===== src/rtl/ctu_pkg.sv =====
package ctu_pkg;

  // Strobes from the control module to the datapath.
  typedef struct packed {
    logic writeEn;
    logic captureResult;
  } ctuStrobes_t;

endpackage


===== src/rtl/ctu_control.sv =====
module ctu_control
  import ctu_pkg::*;
(
  input  logic        clk,
  input  logic        rst,
  input  logic        reqValid,
  output ctuStrobes_t strobes,
  output logic        doneOut
);

  logic doneQ;

  always_comb begin
    strobes.writeEn       = reqValid & ~rst;
    strobes.captureResult = reqValid & ~rst;
  end

  always_ff @(posedge clk) begin
    if (rst) doneQ <= 1'b0;
    else     doneQ <= reqValid;
  end

  assign doneOut = doneQ;

endmodule


===== src/rtl/ctu_datapath.sv =====
module ctu_datapath
  import ctu_pkg::*;
#(
  parameter int FIELD_W    = 4,
  parameter int NUM_FIELDS = 8,
  parameter int SEL_W      = $clog2(NUM_FIELDS),
  parameter int LUT_IN     = 3,
  parameter int IMM_W      = 1 << LUT_IN
) (
  input  logic               clk,
  input  logic               rst,
  input  ctuStrobes_t        strobes,
  input  logic [SEL_W-1:0]   dstSel,
  input  logic [SEL_W-1:0]   srcASel,
  input  logic [SEL_W-1:0]   srcBSel,
  input  logic [IMM_W-1:0]   truthImm,
  input  logic [FIELD_W-1:0] bitMask,
  input  logic [SEL_W-1:0]   peekSel,
  output logic [FIELD_W-1:0] peekData,
  output logic [FIELD_W-1:0] dstRead,
  output logic [FIELD_W-1:0] resultOut
);

  logic [FIELD_W-1:0] fieldMem [NUM_FIELDS];
  logic [FIELD_W-1:0] srcARead;
  logic [FIELD_W-1:0] srcBRead;
  logic [FIELD_W-1:0] merged;
  logic [FIELD_W-1:0] resultQ;

  // All reads use the pre-operation contents of the file.
  always_comb begin
    dstRead  = fieldMem[dstSel];
    srcARead = fieldMem[srcASel];
    srcBRead = fieldMem[srcBSel];
    peekData = fieldMem[peekSel];
  end

  // One lookup slice per bit position.
  for (genvar i = 0; i < FIELD_W; i++) begin : g_bit
    logic [LUT_IN-1:0] lutIdx;
    logic              lutBit;
    always_comb begin
      lutIdx    = {dstRead[i], srcARead[i], srcBRead[i]};
      lutBit    = truthImm[lutIdx];
      merged[i] = bitMask[i] ? lutBit : dstRead[i];
    end
  end

  always_ff @(posedge clk) begin
    if (rst) begin
      for (int f = 0; f < NUM_FIELDS; f++) fieldMem[f] <= '0;
    end else if (strobes.writeEn) begin
      fieldMem[dstSel] <= merged;
    end
  end

  always_ff @(posedge clk) begin
    if (rst)                        resultQ <= '0;
    else if (strobes.captureResult) resultQ <= merged;
  end

  assign resultOut = resultQ;

endmodule


===== src/rtl/cond_tern_unit.sv =====
module cond_tern_unit
  import ctu_pkg::*;
(
  input  logic       clk,
  input  logic       rst,
  input  logic       reqValid,
  input  logic [2:0] dstSel,
  input  logic [2:0] srcASel,
  input  logic [2:0] srcBSel,
  input  logic [7:0] truthImm,
  input  logic [3:0] bitMask,
  output logic       doneOut,
  output logic [3:0] resultOut,
  input  logic [2:0] peekSel,
  output logic [3:0] peekData
);

  ctuStrobes_t strobes;
  logic [3:0]  dstRead;

  ctu_control u_control (
    .clk      (clk),
    .rst      (rst),
    .reqValid (reqValid),
    .strobes  (strobes),
    .doneOut  (doneOut)
  );

  ctu_datapath #(
    .FIELD_W    (4),
    .NUM_FIELDS (8)
  ) u_datapath (
    .clk       (clk),
    .rst       (rst),
    .strobes   (strobes),
    .dstSel    (dstSel),
    .srcASel   (srcASel),
    .srcBSel   (srcBSel),
    .truthImm  (truthImm),
    .bitMask   (bitMask),
    .peekSel   (peekSel),
    .peekData  (peekData),
    .dstRead   (dstRead),
    .resultOut (resultOut)
  );

endmodule


===== config.mk =====
export PLATFORM = sky130hd
export DESIGN_NAME = cond_tern_unit
export DESIGN_NICKNAME = d
export VERILOG_FILES = /design/src/rtl/ctu_pkg.sv /design/src/rtl/ctu_control.sv /design/src/rtl/ctu_datapath.sv /design/src/rtl/cond_tern_unit.sv
export SDC_FILE = /design/constraint.sdc
export NUM_CORES = 1
export LEC_CHECK = 0
export BUFFER_PORTS_ARGS = -buffer_cell sky130_fd_sc_hd__buf_4
export CORE_ASPECT_RATIO = 1.5
export CORE_MARGIN = 4
export CORE_UTILIZATION = 23
export DETAILED_ROUTE_END_ITERATION = 12
export GPL_TIMING_DRIVEN = 0
export MAX_ROUTING_LAYER = met4
export PLACE_DENSITY_LB_ADDON = 0.25
export SYNTH_ARGS = -nofsm -noshare
export SYNTH_HDL_FRONTEND = slang
export SYNTH_SLANG_ARGS = --single-unit

===== constraint.sdc =====
create_clock -name clk -period 2.9 [get_ports clk]
set_input_delay 0.145 -clock clk [delete_from_list [all_inputs] [get_ports clk]]
set_output_delay 0.145 -clock clk [all_outputs]
set_load 0.02 [all_outputs]

* Word-level counts from Yosys, hierarchy flattened
Memory sizes are Yosys's and may differ from the RTL's. Index checks and enable logic that the tools add are counted.
Word-level totals: register bits 5, bits in latches 0, bits in writable memories 32, ROM bits 0, input bits 27, output and inout port bits 9, logic and storage cells 30, memories kept 1
Operators by class: $add $sub $neg 0, multiply operators 0, divide/modulo/power cells 0, order comparisons 4, equal/unequal tests 0, shift operators 0, multiplexer cells 20, bitwise gates (word level) 2, reduce and logical (&&, ||, !) cells 1
Memories:
- u_datapath.fieldMem | depth 8, width 4, rd ports 4, clocked after memory_dff 0, write ports 8, RTL line ctu_datapath.sv:24 | logic [FIELD_W-1:0] fieldMem [NUM_FIELDS];
Operator list (number):
- < comparator 3 x 4 -> 1 bit (second input constant) | 4
- two-way mux 1 bit | 14
- binary-select mux 1 bit (select 3 bit) | 4
- two-way mux 4 bit | 1
- OR reduction 4 bit | 1
- two-way mux 3 bit | 1
- bitwise AND 1 bit | 1
- NOT 1 bit | 1

* Logic depth before layout (Yosys ltp)
depth after elaboration 7, depth in mapped cells 7, mapped depth without buffers 5

* Modules after synthesis
Synthesis repeated with hierarchy kept, for this count alone.
Second synthesis, totals: cells, all modules 209, area total of the unflattened synthesis 2816.5 sq um
By module, submodules not included:
- ctu_datapath | times used 1, cells each 205, area each 2776.4 sq um, seq. area each 1041.0 sq um
- ctu_control | times used 1, cells each 4, area each 40.0 sq um, seq. area each 20.0 sq um

* Least setup slack after synthesis
Ideal clock, no wire load.
kind input -> register, start point input srcASel[0], end point memory u_datapath.fieldMem[0][3], data pin, library setup time 280 ps, arrival 1977 ps, required time 2620 ps, setup slack 644 ps, stages on the path 6, path buffers 1, path through buf_2 -> mux4_2 -> mux2_2 -> or2_2 -> o221ai_1 -> a21oi_1
RTL lines:
- from (decl) | RTL line cond_tern_unit.sv:8 | input logic [2:0] srcASel,
- to (decl) | RTL line ctu_datapath.sv:24

==> results.toml <==
[yosys]
synth_fp_nets = 218
ys_seq_area_share_pct = 38.7
synth-seq-cells = 37
synth_top_area_share_pct = 35.0
yosys-top-cells-count = "mux4_2, edfxtp_1, nor3_1, mux2_2, nand2b_1"
synth.most_common_cell = "mux4_2"
yosysTopAreaCell = "edfxtp_1"
synth_flop_cell = "edfxtp_1"
yosysWarningCount = 0
avgSynthCellArea_um2 = 14.4
synth_edf_count = 32
netlist_instances = 191
syn_area_mm2 = 0.00275
synth.area.top_cells = "edfxtp_1, mux4_2, mux2_2, nor3_1, dfxtp_1"
async_flop_share_pct = 0
ys_types = 31

[timing]
fin_setup_tns_ns = 0
clock_skew_ns = 0.00504
period_share_pct = 91.9
setup_viol = 0
rsz0062_at_grt = "no"
min_period_ns = 2.67
slew_violations = 0
worst_pin_slew_ns = 0.824
hold_viol_final = 0
max_clock_freq_mhz = 375
fin_ws_ns = 0.234
relSlewSlack_pct = 45.1

[cts]
clock_path_buffers = 2
cts-root-buf = "clkbuf_16"
clock_sinks = 37
cts_tree = "built"
holdBufCountCts = 0
numCtsBuffers = 5
clkTransAtPathRegs_ns = 0.06
cts_resized = 0
post_cts_buffers = 0
clk_latency_ns = 0.29
h-tree-depth = 2

[final_layout]
area_growth_pct = 21.0
diodes = 0
nNetsFinal = 254
fin_cells = 378
final_layout_size_suffix_gt1_share_pct = 45.6

[critical_path]
r2r_start = "u_datapath.fieldMem[7][3]$_SDFFCE_PN0P_"
crit_type = "register to register"
slowest_delay_ns = 0.66
cp_num_buf_inv = 0
critPathTopFamily = "multiplexers"
worstRegToRegCells = 5
cp_cell_sequence = "mux4_2 > mux2_2 > or2_2 > o221ai_1 > a21oi_1"
startpoint_type = "register"
worstReg2RegEnd = "u_datapath.fieldMem[3][3]$_SDFFCE_PN0P_"
crit_path_start = "u_datapath.fieldMem[7][3]$_SDFFCE_PN0P_"
slowest_stage = "o221ai_1"
cp_num_cells = 5
crit_fanout = 8
reg2reg_slack_ns = 0.23
endpoint_kind = "register"
arrival_ns = 2.66
critical_path.endpoint = "u_datapath.fieldMem[3][3]$_SDFFCE_PN0P_"
required_ns = 2.90

[drt]
first_iter_violations = 129
ant_nets = 0
vias_per_cell = 5.04
routedWlPerCell_um = 22.2
drc = 0
drt_first_pass_iters = 4
vias = 1905
wirelength_um = 8400

[placed_design]
placedCellCount = 370
gp_congestion = 0.751
place_hpwl_um = 6580
io_buffers = 29
place_ws_ns = 0.152

[floorplanning]
dieWidth_um = 97.2
io_pins = 36
core_mm2 = 0.0116
core.rowCount = 48
dieArea_mm2 = 0.0138
die_height_um = 142
initial_core_util_pct = 23.7

[power]
peakVddDrop_uv = 268
seq_power_share_pct = 38.8
clockPowerShare_pct = 37.6
switching_power_mw = 0.448
leakagePower_nw = 1.14
pwr-share-comb_pct = 23.6
netSwitchingFraction_pct = 27.5
power_density_mw_per_mm2 = 491
internal_power_mw = 1.18

[grt]
grt_max_degree = 13
grt_pass1_vias = 2148
grt_remaining_overflow = 0
grt_pass1_wl_um = 12700
antenna_found_initial = 0
grt_use_total_pct = 12.9

[worst_hold_path]
hold_path.class = "input port to register"

[run_status]
outcome = "completed"

[job]
maxCapViolations = 0
-- worst min path at each step --
stage / startpoint / to / depth (start not counted)
2_1_floorplan: bitMask[3] / u_datapath.resultOut[3]$_SDFFE_PP0P_ / 2
3_3_place_gp: bitMask[3] / u_datapath.resultOut[3]$_SDFFE_PP0P_ / 3
3_5_place_dp: bitMask[3] / u_datapath.resultOut[3]$_SDFFE_PP0P_ / 3
4_1_cts: bitMask[3] / u_datapath.resultOut[3]$_SDFFE_PP0P_ / 3
5_1_grt: reqValid / u_datapath.resultOut[0]$_SDFFE_PP0P_ / 3
6_report: bitMask[3] / u_datapath.resultOut[3]$_SDFFE_PP0P_ / 3
-- per-layer routing --
layer  track usage (%)  routed length, um  vias to the layer above
met1              13.4               3030                      949
met2              23.3               4770                       63
met3              2.41                330                       23
met4              6.58                265                        0
li1                  -                  -                      870
met5                 -                  0                        -
-- worst reg2reg max path: cells and delay by family (launching register included) --
kind            cells  cell delay, ns
compound gates      2            0.82
flops               1            0.42
simple gates        1            0.30
mux                 2            0.84
-- layout by cell type (no fill, tap or decap), types with 6 or more instances in the layout --
cell	n
a21oi_1	8
buf_4	29
clkbuf_1	6
clkbuf_16	6
edfxtp_1	32
mux2_2	20
mux4_2	33
nand2_1	7
nand2b_1	12
nor3_1	24
-- power groups by stage --
| stage | Clock, mW | Combinational (mW) | Sequential [mW] |
|---|---|---|---|
| floorplan | 0 | 0.248 | 0.641 |
| global placement | 0 | 0.387 | 0.643 |
| detailed placement | 0 | 0.388 | 0.643 |
| CTS | 0.624 | 0.390 | 0.632 |
| global route | 0.642 | 0.409 | 0.637 |
| finish | 0.614 | 0.385 | 0.633 |
-- registers in the layout, indices dropped and copies added, names as in the netlist --
name,count
u_control.doneOut,1
u_datapath.fieldMem,32
u_datapath.resultOut,4
-- stage by stage --
stage	utilization (%)	total power, mW	instance area (um^2)	hold WS [ns]
after global placement	27.2	1.03	3150	0.450
after detailed placement	27.2	1.03	3150	0.450
after floorplan	-	0.889	2750	0.316
after CTS	28.7	1.65	3320	0.151
final	28.7	1.63	3320	0.156
after global routing	28.7	1.69	3320	0.174
-- layout make-up --
cell class              instances  area [um^2]
multi-input cells             142         1610
plain buffers                  10         62.6
well taps                     150          188
clock buffers                   7          164
clock inverters                 1         7.51
inverters                       2         7.51
flip-flops and latches         37         1060
fillers                      1189         8270
repair buffers                 29          218
-- logic make-up (layout without fill, tap and decap cells) --
| family | count (synthesis) | in the layout | share of synthesized area, % |
|---|---|---|---|
| buf+inv | 12 | 49 | 2.55 |
| flops | 37 | 37 | 38.7 |
| mux | 66 | 66 | 42.0 |
| compound gates | 17 | 17 | 5.06 |
| simple gates | 59 | 59 | 11.7 |
Power figures use the tool's default switching activity.
